--- src/rtl/tbc_pkg.sv ---
// Shared constants for the correlator timebase controller.
// Assumes a fixed 8-bit word address space on the register bus.
package tbc_pkg;
    localparam int ADDR_W  = 8;
    localparam int N_FLAGS = 2;
    localparam int FLAG_TIC = 0;
    localparam int FLAG_ACC = 1;

    typedef logic [ADDR_W-1:0] addr_t;

    localparam addr_t A_STATUS  = 8'hE0;
    localparam addr_t A_NEWDATA = 8'hE1;
    localparam addr_t A_TICCNT  = 8'hE2;
    localparam addr_t A_ACCCNT  = 8'hE3;
    localparam addr_t A_CLEAR   = 8'hE4;
    localparam addr_t A_HWID    = 8'hEF;
    localparam addr_t A_SWRST   = 8'hF0;
    localparam addr_t A_TICPER  = 8'hF1;
    localparam addr_t A_ACCPER  = 8'hF2;
    localparam addr_t A_ACCCTL  = 8'hF3;
endpackage

--- src/rtl/tbc_downcounter.sv ---
// Programmable down-counter timebase.
// Counts down once per clock while enabled.
// At zero it emits a one-clock strobe and reloads period_i.
// While disabled it holds period_i so that it starts a full count when enabled.
// Assumes period_i is stable except when the register bus writes it.
module tbc_downcounter #(
    parameter int CNT_W = 24,
    parameter logic [CNT_W-1:0] RST_VAL = '0
) (
    input  logic             clk,
    input  logic             rst_n,
    input  logic             en_i,
    input  logic [CNT_W-1:0] period_i,
    output logic [CNT_W-1:0] count_o,
    output logic             strobe_o
);
    logic [CNT_W-1:0] cnt_q;
    logic             at_zero;

    assign at_zero  = (cnt_q == '0);
    assign strobe_o = en_i && at_zero;
    assign count_o  = cnt_q;

    // Count down, reload on expiry, hold the period while disabled.
    always_ff @(posedge clk) begin
        if (!rst_n)
            cnt_q <= RST_VAL;
        else if (!en_i || at_zero)
            cnt_q <= period_i;
        else
            cnt_q <= cnt_q - 1'b1;
    end


    reload_chk: assert property (@(posedge clk) disable iff (!rst_n)
        strobe_o |=> (cnt_q == $past(period_i)));

    step_chk: assert property (@(posedge clk) disable iff (!rst_n)
        (en_i && !at_zero) |=> (cnt_q == $past(cnt_q) - 1'b1));

    one_wide_chk: assert property (@(posedge clk) disable iff (!rst_n)
        (strobe_o && period_i != '0) |=> !strobe_o);
endmodule

--- src/rtl/tbc_flags.sv ---
// Bank of sticky flags.
// A set request wins over a clear request in the same clock, so no event is lost.
// Assumes set and clear are single-clock requests from neighbouring logic.
module tbc_flags #(
    parameter int N = 2
) (
    input  logic         clk,
    input  logic         rst_n,
    input  logic [N-1:0] set_i,
    input  logic [N-1:0] clr_i,
    output logic [N-1:0] flags_o
);
    logic [N-1:0] flags_q;
    assign flags_o = flags_q;

    for (genvar i = 0; i < N; i++) begin : g_bit
        // Hold each flag until cleared; a coincident set keeps it high.
        always_ff @(posedge clk) begin
            if (!rst_n)
                flags_q[i] <= 1'b0;
            else if (set_i[i])
                flags_q[i] <= 1'b1;
            else if (clr_i[i])
                flags_q[i] <= 1'b0;
        end


        set_wins_chk: assert property (@(posedge clk) disable iff (!rst_n)
            set_i[i] |=> flags_q[i]);

        sticky_chk: assert property (@(posedge clk) disable iff (!rst_n)
            (flags_q[i] && !clr_i[i]) |=> flags_q[i]);

        clear_chk: assert property (@(posedge clk) disable iff (!rst_n)
            (clr_i[i] && !set_i[i]) |=> !flags_q[i]);
    end
endmodule

--- src/rtl/tbc_regfile.sv ---
// Register bus front end.
// Decodes word-addressed reads and writes and holds the period, enable and
// software-reset registers.
// Produces single-clock clear commands for the status and new-data flags.
// Returns read data registered one clock after the request.
// Assumes at most one request per clock.
module tbc_regfile
    import tbc_pkg::*;
#(
    parameter int DATA_W = 32,
    parameter int CNT_W  = 24,
    parameter int N_CH   = 12,
    parameter logic [CNT_W-1:0]  TIC_RST = '0,
    parameter logic [CNT_W-1:0]  ACC_RST = '0,
    parameter logic [DATA_W-1:0] HW_ID   = '0
) (
    input  logic               clk,
    input  logic               rst_n,
    input  logic               bus_valid_i,
    input  logic               bus_write_i,
    input  addr_t              bus_addr_i,
    input  logic [DATA_W-1:0]  bus_wdata_i,
    output logic [DATA_W-1:0]  bus_rdata_o,
    output logic               bus_rvalid_o,
    input  logic [N_FLAGS-1:0] status_i,
    input  logic [N_CH-1:0]    newdata_i,
    input  logic [CNT_W-1:0]   tic_cnt_i,
    input  logic [CNT_W-1:0]   acc_cnt_i,
    output logic [CNT_W-1:0]   tic_period_o,
    output logic [CNT_W-1:0]   acc_period_o,
    output logic               acc_en_o,
    output logic               sw_reset_o,
    output logic [N_FLAGS-1:0] clr_status_o,
    output logic               rd_newdata_o
);
    logic              wr_en, rd_en;
    logic [CNT_W-1:0]  tic_per_q, acc_per_q;
    logic              acc_en_q, swrst_q;
    logic [DATA_W-1:0] rd_mux, rdata_q;
    logic              rvalid_q;

    assign wr_en = bus_valid_i && bus_write_i;
    assign rd_en = bus_valid_i && !bus_write_i;

    assign tic_period_o = tic_per_q;
    assign acc_period_o = acc_per_q;
    assign acc_en_o     = acc_en_q;
    assign sw_reset_o   = swrst_q;
    assign bus_rdata_o  = rdata_q;
    assign bus_rvalid_o = rvalid_q;

    // Clear command for the status flags: one clock, masked by write data.
    assign clr_status_o = (wr_en && bus_addr_i == A_CLEAR) ? bus_wdata_i[N_FLAGS-1:0] : '0;
    // Read-to-clear for the new-data mask.
    assign rd_newdata_o = rd_en && (bus_addr_i == A_NEWDATA);

    // Writable control registers.
    always_ff @(posedge clk) begin
        if (!rst_n) begin
            tic_per_q <= TIC_RST;
            acc_per_q <= ACC_RST;
            acc_en_q  <= 1'b0;
            swrst_q   <= 1'b0;
        end else if (wr_en) begin
            case (bus_addr_i)
                A_TICPER: tic_per_q <= bus_wdata_i[CNT_W-1:0];
                A_ACCPER: acc_per_q <= bus_wdata_i[CNT_W-1:0];
                A_ACCCTL: acc_en_q  <= bus_wdata_i[0];
                A_SWRST:  swrst_q   <= bus_wdata_i[0];
                default: ;
            endcase
        end
    end

    // Select the word addressed by a read.
    always_comb begin
        case (bus_addr_i)
            A_STATUS:  rd_mux = DATA_W'(status_i);
            A_NEWDATA: rd_mux = DATA_W'(newdata_i);
            A_TICCNT:  rd_mux = DATA_W'(tic_cnt_i);
            A_ACCCNT:  rd_mux = DATA_W'(acc_cnt_i);
            A_HWID:    rd_mux = HW_ID;
            A_SWRST:   rd_mux = DATA_W'(swrst_q);
            A_TICPER:  rd_mux = DATA_W'(tic_per_q);
            A_ACCPER:  rd_mux = DATA_W'(acc_per_q);
            A_ACCCTL:  rd_mux = DATA_W'(acc_en_q);
            default:   rd_mux = '0;
        endcase
    end

    // Register read data and its valid flag.
    always_ff @(posedge clk) begin
        if (!rst_n) begin
            rdata_q  <= '0;
            rvalid_q <= 1'b0;
        end else begin
            rvalid_q <= rd_en;
            if (rd_en)
                rdata_q <= rd_mux;
        end
    end


    swrst_hold_chk: assert property (@(posedge clk) disable iff (!rst_n)
        !(wr_en && bus_addr_i == A_SWRST) |=> $stable(sw_reset_o));

    rvalid_chk: assert property (@(posedge clk) disable iff (!rst_n)
        rd_en |=> bus_rvalid_o);
endmodule

--- src/rtl/tbc_timebase.sv ---
// Correlator timebase and status controller top.
// Two down-counter timebases drive the measurement strobe and the
// accumulation interrupt.
// Sticky status flags record each strobe; a new-data mask collects channel dumps.
// All state is reachable through the word-addressed register bus.
// Assumes chan_dump_i pulses are synchronous to clk.
module tbc_timebase
    import tbc_pkg::*;
#(
    parameter int DATA_W = 32,
    parameter int CNT_W  = 24,
    parameter int N_CH   = 12,
    parameter logic [CNT_W-1:0]  TIC_RST = CNT_W'(20),
    parameter logic [CNT_W-1:0]  ACC_RST = CNT_W'(10),
    parameter logic [DATA_W-1:0] HW_ID   = DATA_W'(32'h5A17_0C01)
) (
    input  logic              clk,
    input  logic              rst_n,
    input  logic              bus_valid_i,
    input  logic              bus_write_i,
    input  logic [7:0]        bus_addr_i,
    input  logic [DATA_W-1:0] bus_wdata_i,
    output logic [DATA_W-1:0] bus_rdata_o,
    output logic              bus_rvalid_o,
    input  logic [N_CH-1:0]   chan_dump_i,
    output logic              tic_o,
    output logic              acc_irq_o,
    output logic              sw_reset_o
);
    logic [CNT_W-1:0]   tic_period, acc_period, tic_cnt, acc_cnt;
    logic               acc_en, rd_newdata;
    logic [N_FLAGS-1:0] status, clr_status, status_set;
    logic [N_CH-1:0]    newdata;

    tbc_regfile #(
        .DATA_W(DATA_W), .CNT_W(CNT_W), .N_CH(N_CH),
        .TIC_RST(TIC_RST), .ACC_RST(ACC_RST), .HW_ID(HW_ID)
    ) regs_i (
        .clk(clk), .rst_n(rst_n),
        .bus_valid_i(bus_valid_i), .bus_write_i(bus_write_i),
        .bus_addr_i(bus_addr_i), .bus_wdata_i(bus_wdata_i),
        .bus_rdata_o(bus_rdata_o), .bus_rvalid_o(bus_rvalid_o),
        .status_i(status), .newdata_i(newdata),
        .tic_cnt_i(tic_cnt), .acc_cnt_i(acc_cnt),
        .tic_period_o(tic_period), .acc_period_o(acc_period),
        .acc_en_o(acc_en), .sw_reset_o(sw_reset_o),
        .clr_status_o(clr_status), .rd_newdata_o(rd_newdata)
    );

    tbc_downcounter #(.CNT_W(CNT_W), .RST_VAL(TIC_RST)) tic_cnt_i (
        .clk(clk), .rst_n(rst_n), .en_i(1'b1), .period_i(tic_period),
        .count_o(tic_cnt), .strobe_o(tic_o)
    );

    tbc_downcounter #(.CNT_W(CNT_W), .RST_VAL(ACC_RST)) acc_cnt_i (
        .clk(clk), .rst_n(rst_n), .en_i(acc_en), .period_i(acc_period),
        .count_o(acc_cnt), .strobe_o(acc_irq_o)
    );

    always_comb begin
        status_set           = '0;
        status_set[FLAG_TIC] = tic_o;
        status_set[FLAG_ACC] = acc_irq_o;
    end

    tbc_flags #(.N(N_FLAGS)) status_i (
        .clk(clk), .rst_n(rst_n), .set_i(status_set),
        .clr_i(clr_status), .flags_o(status)
    );

    tbc_flags #(.N(N_CH)) newdata_i (
        .clk(clk), .rst_n(rst_n), .set_i(chan_dump_i),
        .clr_i({N_CH{rd_newdata}}), .flags_o(newdata)
    );


    acc_gate_chk: assert property (@(posedge clk) disable iff (!rst_n)
        !acc_en |-> !acc_irq_o);

    dump_kept_chk: assert property (@(posedge clk) disable iff (!rst_n)
        (rd_newdata && chan_dump_i != '0) |=> (newdata == $past(chan_dump_i)));
endmodule

--- config.mk ---
export PLATFORM = sky130hd
export DESIGN_NAME = tbc_timebase
export DESIGN_NICKNAME = d
export VERILOG_FILES = /design/src/rtl/tbc_pkg.sv /design/src/rtl/tbc_downcounter.sv /design/src/rtl/tbc_flags.sv /design/src/rtl/tbc_regfile.sv /design/src/rtl/tbc_timebase.sv
export SDC_FILE = /design/constraint.sdc
export NUM_CORES = 1
export LEC_CHECK = 0
export ABC_AREA = 1
export BUFFER_PORTS_ARGS = -buffer_cell sky130_fd_sc_hd__buf_2
export CORE_MARGIN = 4
export CORE_UTILIZATION = 53
export DETAILED_ROUTE_END_ITERATION = 12
export MAX_ROUTING_LAYER = met4
export PLACE_DENSITY = 0.77
export SYNTH_ARGS = -nofsm -noshare
export SYNTH_HDL_FRONTEND = slang
export SYNTH_HIERARCHICAL = 1
export SYNTH_SLANG_ARGS = --single-unit
--- constraint.sdc ---
create_clock -name clk -period 1.6 [get_ports clk]
set_clock_uncertainty 0.05 [all_clocks]
set_input_delay 0.32 -clock clk [delete_from_list [all_inputs] [get_ports clk]]
set_output_delay 0.32 -clock clk [all_outputs]
set_load 0.005 [all_outputs]
### Word-level counts from Yosys, hierarchy flattened

Index checks and enable logic that the tools add are counted.

| cells by class | value |
|---|---|
| add/sub/neg operators | 2 |
| multipliers | 0 |
| divide/modulo/power cells | 0 |
| magnitude comparators | 0 |
| equal/unequal tests | 10 |
| shifts and indexed selects | 0 |
| muxes and demuxes | 21 |
| bitwise operators | 0 |
| reductions and logical operators | 28 |

Operators with widths:

| kind | number |
|---|---|
| 31-bit case mux with 9 select lines | 1 |
| 8-bit equality test, second input constant | 10 |
| 24-bit zero test | 2 |
| 24-bit two-way mux | 2 |
| 24-bit by 1-bit subtractor with 24-bit output, second input constant | 2 |
| 2-bit nonzero test | 14 |
| 1-bit two-way mux | 17 |
| 2-bit AND reduction | 4 |
| 1-bit logical AND | 5 |
| 1-bit zero test | 2 |
| 2-bit two-way mux | 1 |
| 1-bit logical OR | 1 |

| storage, ports and cells | value |
|---|---|
| flip-flop bits (word level) | 145 |
| latch bits | 0 |
| bits in writable memories | 0 |
| bits in read-only memories | 0 |
| input port bits | 56 |
| output and inout bits | 36 |
| logic and storage cells | 83 |
| memories kept | 0 |

### Longest topological paths before layout

Gate-level depths: netlist of run 1.

| depth | value |
|---|---|
| word-level depth | 5 |
| gate-level depth with buffers | 10 |
| depth with buffers taken out | 10 |

### By module

Netlist of run 1, hierarchy kept.

Modules (own cells, without submodules):

| module | instances | cells each | area each (um^2) | seq. area each (um^2) |
|---|---|---|---|---|
| tbc_regfile | 1 | 547 | 3731.1 | 1521.5 |
| tbc_downcounter at acc_cnt_i | 1 | 298 | 1706.6 | 480.5 |
| tbc_downcounter at tic_cnt_i | 1 | 298 | 1695.4 | 480.5 |
| tbc_flags at newdata_i | 1 | 62 | 488.0 | 240.2 |
| tbc_flags at status_i | 1 | 11 | 76.3 | 40.0 |
| tbc_timebase | 1 | 1 | 3.8 | 0.0 |

### Least setup slack after synthesis of run 1

Ideal clock, no wire load.

| path | value |
|---|---|
| kind | input to register |
| from | input bus_valid_i |
| to | register newdata_i.flags_q[10] (netlist: newdata_i/flags_o[10]) |
| setup time | 115 ps |
| arrival time | 1584 ps |
| data required time | 1435 ps |
| setup slack | -149 ps |
| stages | 8 |
| path buffers | 1 |
| cells stage by stage | inv_1 > nor2_1 > inv_2 > clkbuf_1 > nor2_1 > inv_1 > nand2_1 > a21oi_2 |

| on the way | value |
|---|---|
| cells in the longest elaborated chain, start to end | 3 |

RTL lines:

| what | RTL line | text |
|---|---|---|
| start: declaration | tbc_timebase.sv:19 | `input logic bus_valid_i,` |
| 1-bit logical AND | tbc_regfile.sv:43 | `assign rd_en = bus_valid_i && !bus_write_i;` |
| 1-bit logical AND | tbc_regfile.sv:55 | `assign rd_newdata_o = rd_en && (bus_addr_i == A_NEWDATA);` |
| named net rd_newdata | tbc_timebase.sv:31 | `logic acc_en, rd_newdata;` |
| 2-bit nonzero test (no source line) | n/a |  |
| end signal: indexed assignment | tbc_flags.sv:20 | `flags_q[i] <= 1'b0;` |
| end signal: indexed assignment | tbc_flags.sv:22 | `flags_q[i] <= 1'b1;` |
| end signal: indexed assignment | tbc_flags.sv:24 | `flags_q[i] <= 1'b0;` |
| end: declaration | tbc_flags.sv:13 | `logic [N-1:0] flags_q;` |

The timed path passes the listed nets, and every way through them passes these cells.
A chain may end at the register's enable or synchronous reset.

### Final worst setup path of run 1

| path | value |
|---|---|
| from | register tic_cnt_i.cnt_q[12] (netlist: tic_cnt_i/count_o[12]) |
| to | register tic_cnt_i.cnt_q[1] (netlist: tic_cnt_i/count_o[1]) |

| on the way | value |
|---|---|
| cells in the longest elaborated chain, start to end | 2 |

RTL lines:

| what | RTL line | text |
|---|---|---|
| start: declaration | tbc_downcounter.sv:17 | `logic [CNT_W-1:0] cnt_q;` |
| start signal: assignment | tbc_downcounter.sv:29 | `cnt_q <= period_i;` |
| start signal: assignment | tbc_downcounter.sv:31 | `cnt_q <= cnt_q - 1'b1;` |
| 24-bit zero test | tbc_downcounter.sv:20 | `assign at_zero = (cnt_q == '0);` |
| 24-bit two-way mux | tbc_downcounter.sv:28 | `else if (!en_i \|\| at_zero)` |

Every way passes these cells.

==> flow_summary.json, run 1 <==
{
  "place.gp.congestion": 0.989,
  "critPathLaunchType": "flip-flop",
  "synthDistinctLibCells": 34,
  "cts_buffers": 17,
  "r2r_end": "tic_cnt_i/count_o[1]$_SDFF_PN0_",
  "first_iter_violations": 1210,
  "cp_max_fo": 7,
  "synth_cells": 1217,
  "fillCellCount": 1100,
  "dp_hpwl_um": 17200,
  "setup_violations": 26,
  "grt_pass1_wl_um": 39700,
  "ir_drop_mv": 0.766,
  "clockBufferDepth": 2,
  "hold_start": "chan_dump_i[3]",
  "h-tree-depth": 4,
  "track_usage": 0.313,
  "ys_async_sr_fraction": 0,
  "synth_common_cells": "nand2_1, nor2_1, nand3_1",
  "drive_gt1_frac": 0.267,
  "synth_area_per_cell_um2": 6.33,
  "yosys.area.top_type_share": 0.359,
  "r2r_slack_ns": -0.33,
  "worst_hold_slack_ns": 0.0761,
  "nets": 1444,
  "synth.most_common_cell": "nand2_1",
  "fin_util": 0.720,
  "status": "finished with violations",
  "final_antenna_net_count": 0,
  "drtPass1Iterations": 6,
  "clock_latency_ns": 0.43,
  "hold_path_class": "in -> reg",
  "critPathCaptureType": "flip-flop",
  "cp.required_ns": 1.87,
  "timing.final.crit_share": 1.21,
  "avgRoutedWirePerCell_um": 16.6,
  "dieArea_mm2": 0.0165,
  "drc_errors": 0,
  "ys.warnings.count": 6,
  "grt_pass1_vias": 7764,
  "synth-edff-count": 0,
  "rsz0062_at_grt": "yes",
  "netlist_top_cells_area": "dfxtp_1, nand2_1, nor2_1, nand3_1, inv_1",
  "critPathKind": "reg -> reg",
  "routed_wl_um": 26200,
  "reg2regPathDepth": 11,
  "ys_seq_area_frac": 0.359,
  "io_buffers": 79,
  "core_region_area_mm2": 0.0140,
  "clockRootBuffer": "clkbuf_16",
  "syn_to_final_growth_pct": 31.3,
  "antenna_found_initial": 0,
  "synth_seq_cells": 138,
  "via_count": 8727,
  "violations": "negative setup slack",
  "die_h_um": 129,
  "grt_max_degree": 60,
  "hold_viol": 0,
  "syn-cell-area_mm2": 0.00770,
  "grt_overflow": 0,
  "worstPathArrival_ns": 2.20,
  "start_util": 0.548,
  "synth_top_area_cell": "dfxtp_1",
  "reg2reg_from": "tic_cnt_i/count_o[12]$_SDFF_PN0_",
  "cts_num_sinks": 138,
  "period_minus_slack_ns": 1.93,
  "die_w_um": 129,
  "ios": 92,
  "num_rows": 43,
  "drv_cap": 0,
  "cts_tree": "built",
  "hold_depth": 3,
  "viasPerCell": 5.53,
  "power_density_mw_per_mm2": 849,
  "worstHoldEndpoint": "newdata_i/flags_o[3]$_SDFFE_PN0P_",
  "slew_violations": 0,
  "p_leak_nw": 4.90,
  "ys.flop_type": "dfxtp_1",
  "fmax_mhz": 518,
  "num_antenna_cells": 0,
  "layout_setup_ws_ns": -0.329,
  "clkTransAtPathRegs_ns": 0.06
}
[cells by family after synthesis]
kind of cell               share of synthesized area
and+or+nand+nor                                0.413
DFF                                            0.359
xor gates and xnor gates                      0.0114
other                                       0.000975
buffers and inverters                          0.115
adders and majority gates                    0.00650
AOI/OAI and AO/OA                             0.0949
[registers in the layout (all words and copies together), names as in the netlist]
name and flops:
acc_cnt_i/count_o 24, newdata_i/flags_o 12, regs_i/acc_en_o 1, regs_i/acc_period_o 24, regs_i/bus_rdata_o 25, regs_i/bus_rvalid_o 1
regs_i/sw_reset_o 1, regs_i/tic_period_o 24, status_i/flags_o 2, tic_cnt_i/count_o 24
[what timing repair did]
item	CTS	global route
gates resized for setup	55	62
pin swaps	18	19
gates cloned	2	4
endpoints found under the hold margin	0	0
buffers inserted	22	12
setup endpoints to repair	5	49
hold buffers	0	0
[per-stage QoR]
| stage | cells | power, W | worst slack [ns] | setup TNS [ns] | instance area [um^2] |
|---|---|---|---|---|---|
| 2_1_floorplan | 1221 | 0.00403 | 0.0606 | 0 | 7720 |
| 3_3_place_gp | 1513 | 0.00431 | -0.0220 | -0.0251 | 8760 |
| 3_5_place_dp | 1513 | 0.00432 | -0.0559 | -0.309 | 8760 |
| 4_1_cts | 1565 | 0.00850 | -0.297 | -0.699 | 9760 |
| 5_1_grt | 1577 | 0.00887 | -0.362 | -8.74 | 10100 |
| 6_report | 1577 | 0.00859 | -0.329 | -7.19 | 10100 |
[how the worst max path moves through the flow]
stage	slack [ns]	start	endpoint	cells after the start
final	-0.33	tic_cnt_i/count_o[12]$_SDFF_PN0_	tic_cnt_i/count_o[1]$_SDFF_PN0_	11
after global routing	-0.36	tic_cnt_i/count_o[12]$_SDFF_PN0_	tic_cnt_i/count_o[3]$_SDFF_PN0_	11
after CTS	-0.30	acc_cnt_i/count_o[1]$_SDFF_PN1_	acc_irq_o	7
after detailed placement	-0.06	bus_addr_i[2]	regs_i/bus_rdata_o[11]$_SDFFE_PN0P_	12
after global placement	-0.02	bus_addr_i[0]	regs_i/bus_rdata_o[7]$_SDFFE_PN0P_	10
after floorplan	0.06	bus_valid_i	newdata_i/flags_o[10]$_SDFFE_PN0P_	8
[power breakdown]
part           switching (W)  internal [W]  total [W]
Sequential         0.0000424       0.00350    0.00354
Combinational       0.000548      0.000381   0.000929
Clock                0.00164       0.00248    0.00412
[critical path, stage by stage, from the launching register on]
cell and delay, ns:
dfxtp_2 0.34, nor2_4 0.14, nand2_2 0.10, nor2_4 0.13, nand3_2 0.14, buf_4 0.17, buf_6 0.11, buf_6 0.12
nand2_8 0.09, clkinvlp_4 0.20, nor2_1 0.17, nor2_1 0.05
[cells in the final DEF, fill, tap and decap left out, types with 3 or more instances in the layout]
cell type / instances
a21oi_1: 51
a21oi_2: 13
buf_12: 12
buf_2: 79
buf_4: 93
buf_6: 10
bufinv_16: 3
clkbuf_16: 21
clkinv_2: 4
clkinv_4: 3
conb_1: 6
dfxtp_1: 123
dfxtp_2: 15
ha_4: 3
inv_1: 121
inv_2: 11
inv_6: 6
nand2_1: 298
nand2_2: 16
nand2_4: 5
nand3_1: 139
nand3_2: 4
nand3b_1: 4
nand4_1: 18
nor2_1: 182
nor2_2: 41
nor2_4: 22
o21ai_0: 60
o21ai_1: 6
o21bai_1: 4
xor2_1: 9
[routing by layer]
layer  routed length [um]  vias up  share of wire  GRT usage
met5                    0        -              0          -
met4                  613        0          0.023     0.0815
met3                 2830       80           0.11     0.0693
met2                12300      531           0.47      0.487
met1                10400     3962           0.40      0.415
li1                     -     4154              -          -
[area by class of cell]
type	count	area, um^2	share of cell area
Timing Repair Buffer	200	1590	0.157
Inverter	137	523	0.0517
Clock buffer	17	425	0.0421
Clock inverter	15	186	0.0184
Tap cell	180	225	0.0223
Sequential cell	138	2780	0.275
Multi-Input combinational cell	890	4380	0.433
Power figures use the tool's default switching activity.
==> run 2, diff against run 1 <==
--- a/config.mk
+++ b/config.mk
@@ -6,10 +6,12 @@
 export NUM_CORES = 1
 export LEC_CHECK = 0
 export ABC_AREA = 1
+export ABC_CLOCK_PERIOD_IN_PS = 1600
 export BUFFER_PORTS_ARGS = -buffer_cell sky130_fd_sc_hd__buf_2
 export CORE_MARGIN = 4
 export CORE_UTILIZATION = 53
 export DETAILED_ROUTE_END_ITERATION = 12
+export HOLD_SLACK_MARGIN = 0.12
 export MAX_ROUTING_LAYER = met4
 export PLACE_DENSITY = 0.77
 export SYNTH_ARGS = -nofsm -noshare
==> run 2 against run 1 <==
The run still ends with negative setup slack left. Worst hold slack gained 0.057 ns. Die area is the same. Via count grew 2.9%. Flip-flop and latch count is the same. Clock power is essentially flat. Largest power group unchanged. Critical path depth is the same. Critical path type unchanged.
==> flow_summary.json, run 2 (synthesis gave the netlist of run 1 again) <==
{
  "routed_wl_um": 26800,
  "reg2reg_from": "tic_cnt_i/count_o[12]$_SDFF_PN0_",
  "via_count": 8978,
  "hold_viol": 0,
  "drv_cap": 0,
  "multi_input_area_mm2": 0.00438,
  "cts_tree": "built",
  "slew_violations": 0,
  "final_cell_count_no_fill": 1609,
  "dp_hpwl_um": 17200,
  "r2r_slack_ns": -0.33,
  "fmax_mhz": 518,
  "h-tree-depth": 4,
  "path_buf_inv": 4,
  "setup_violations": 26,
  "layout_setup_ws_ns": -0.331,
  "grt_pass1_vias": 8013,
  "drtPass1Iterations": 9,
  "num_rows": 43,
  "cts_num_sinks": 138,
  "clockRootBuffer": "clkbuf_16",
  "placed_cells": 1513,
  "avgRoutedWirePerCell_um": 16.7,
  "clock_latency_ns": 0.43,
  "track_usage": 0.321,
  "worstPathArrival_ns": 2.20,
  "cp.required_ns": 1.87,
  "timing.final.crit_share": 1.21,
  "largest_register_ffs": 25,
  "hold_path_class": "in -> reg",
  "critPathKind": "reg -> reg",
  "antenna_found_initial": 0,
  "cpPeakStageDelay_ns": 0.34,
  "worst_hold_slack_ns": 0.133,
  "clockBufferDepth": 2,
  "num_antenna_cells": 0,
  "power_density_mw_per_mm2": 830,
  "cp_max_fo": 7,
  "syn_to_final_growth_pct": 35.5,
  "core_region_area_mm2": 0.0140,
  "grt_overflow": 0,
  "reg2regPathDepth": 11,
  "critPathCaptureType": "flip-flop",
  "regArea_mm2": 0.00278,
  "crit_start": "tic_cnt_i/count_o[12]$_SDFF_PN0_",
  "drc_errors": 0,
  "dieArea_mm2": 0.0165,
  "rsz0062_at_grt": "yes",
  "start_util": 0.548,
  "die_h_um": 129,
  "hold_depth": 3,
  "mostFrequentLayoutCells": "nand2_1, nor2_1, nand3_1",
  "drive_gt1_frac": 0.261,
  "first_iter_violations": 1340,
  "ir_drop_mv": 0.759,
  "worstPathCellList": "nor2_4 -> nand2_2 -> nor2_4 -> nand3_2 -> buf_4 -> buf_6 -> buf_6 -> nand2_8 -> clkinvlp_4 -> nor2_2 -> nor2_1",
  "crit_cells": 11,
  "crit_end": "tic_cnt_i/count_o[0]$_SDFF_PN0_",
  "clkTransAtPathRegs_ns": 0.06,
  "final_antenna_net_count": 0,
  "grt_max_degree": 60,
  "place.gp.congestion": 0.989,
  "critPathLaunchType": "flip-flop",
  "grt_pass1_wl_um": 40800,
  "violations": "negative setup slack",
  "io_buffers": 79,
  "nets": 1476,
  "ios": 92,
  "viasPerCell": 5.58,
  "p_leak_nw": 5.04,
  "r2r_end": "tic_cnt_i/count_o[0]$_SDFF_PN0_",
  "period_minus_slack_ns": 1.93,
  "status": "finished with violations",
  "cp_top_family": "simple AND/OR/NAND/NOR gates",
  "slowest_stage": "dfxtp_2",
  "fillCellCount": 1039,
  "cts_buffers": 17,
  "mostFrequentLayoutCell": "nand2_1",
  "die_w_um": 129
}
[run 2: worst reg2reg max path, cell delays in order, from the launching register on]
cell,delay (ns)
dfxtp_2,0.34
nor2_4,0.15
nand2_2,0.10
nor2_4,0.14
nand3_2,0.14
buf_4,0.17
buf_6,0.10
buf_6,0.12
nand2_8,0.09
clkinvlp_4,0.21
nor2_2,0.17
nor2_1,0.06
[run 2: metal layers]
| layer | GRT usage | vias up | wire length, um |
|---|---|---|---|
| li1 | - | 4221 | - |
| met1 | 0.421 | 4095 | 10600 |
| met2 | 0.500 | 562 | 12600 |
| met3 | 0.0731 | 100 | 2880 |
| met4 | 0.0889 | 0 | 737 |
| met5 | - | - | 0 |
[run 2: cell type report]
class | instances | share of cell area
clock buffer | 17 | 0.0408
clock inverter | 15 | 0.0179
inverter | 137 | 0.0501
multi-input combinational | 890 | 0.420
sequential | 138 | 0.267
tap | 180 | 0.0216
timing repair buffer | 232 | 0.183
[run 2: report_power, final]
group          total [W]  switching, W  internal, W
Clock            0.00412       0.00164      0.00248
Combinational   0.000996      0.000564     0.000432
Sequential       0.00354     0.0000426      0.00350
[run 2: how the worst min path moves through the flow]
stage,slack (ns),from,to
4_1_cts,0.12,bus_wdata_i[10],regs_i/acc_period_o[10]$_SDFFE_PN0P_
2_1_floorplan,0.39,status_i/flags_o[0]$_SDFFE_PN0P_,status_i/flags_o[0]$_SDFFE_PN0P_
6_report,0.13,bus_wdata_i[10],regs_i/acc_period_o[10]$_SDFFE_PN0P_
5_1_grt,0.14,bus_wdata_i[9],regs_i/acc_period_o[9]$_SDFFE_PN0P_
3_5_place_dp,0.40,regs_i/bus_rdata_o[10]$_SDFFE_PN0P_,regs_i/bus_rdata_o[10]$_SDFFE_PN0P_
3_3_place_gp,0.40,regs_i/bus_rdata_o[10]$_SDFFE_PN0P_,regs_i/bus_rdata_o[10]$_SDFFE_PN0P_
[run 2: stage by stage]
step / TNS (ns) / power (W) / util / setup slack [ns] / instance area [um^2]
CTS: -0.699 / 0.00855 / 0.717 / -0.297 / 10100
floorplan: 0 / 0.00403 / - / 0.0606 / 7720
global route: -8.42 / 0.00894 / 0.743 / -0.368 / 10400
detailed placement: -0.309 / 0.00432 / 0.624 / -0.0559 / 8760
global placement: -0.0251 / 0.00431 / 0.624 / -0.0220 / 8760
finish: -7.25 / 0.00865 / 0.743 / -0.331 / 10400
[run 2: repair_timing]
action,4_1_cts,5_1_grt
hold buffers,31,1
setup buffers,22,12
setup endpoints to repair,5,49
gates cloned,2,4
gates resized for setup,55,62
pin swaps,18,19
hold endpoints to repair,40,1
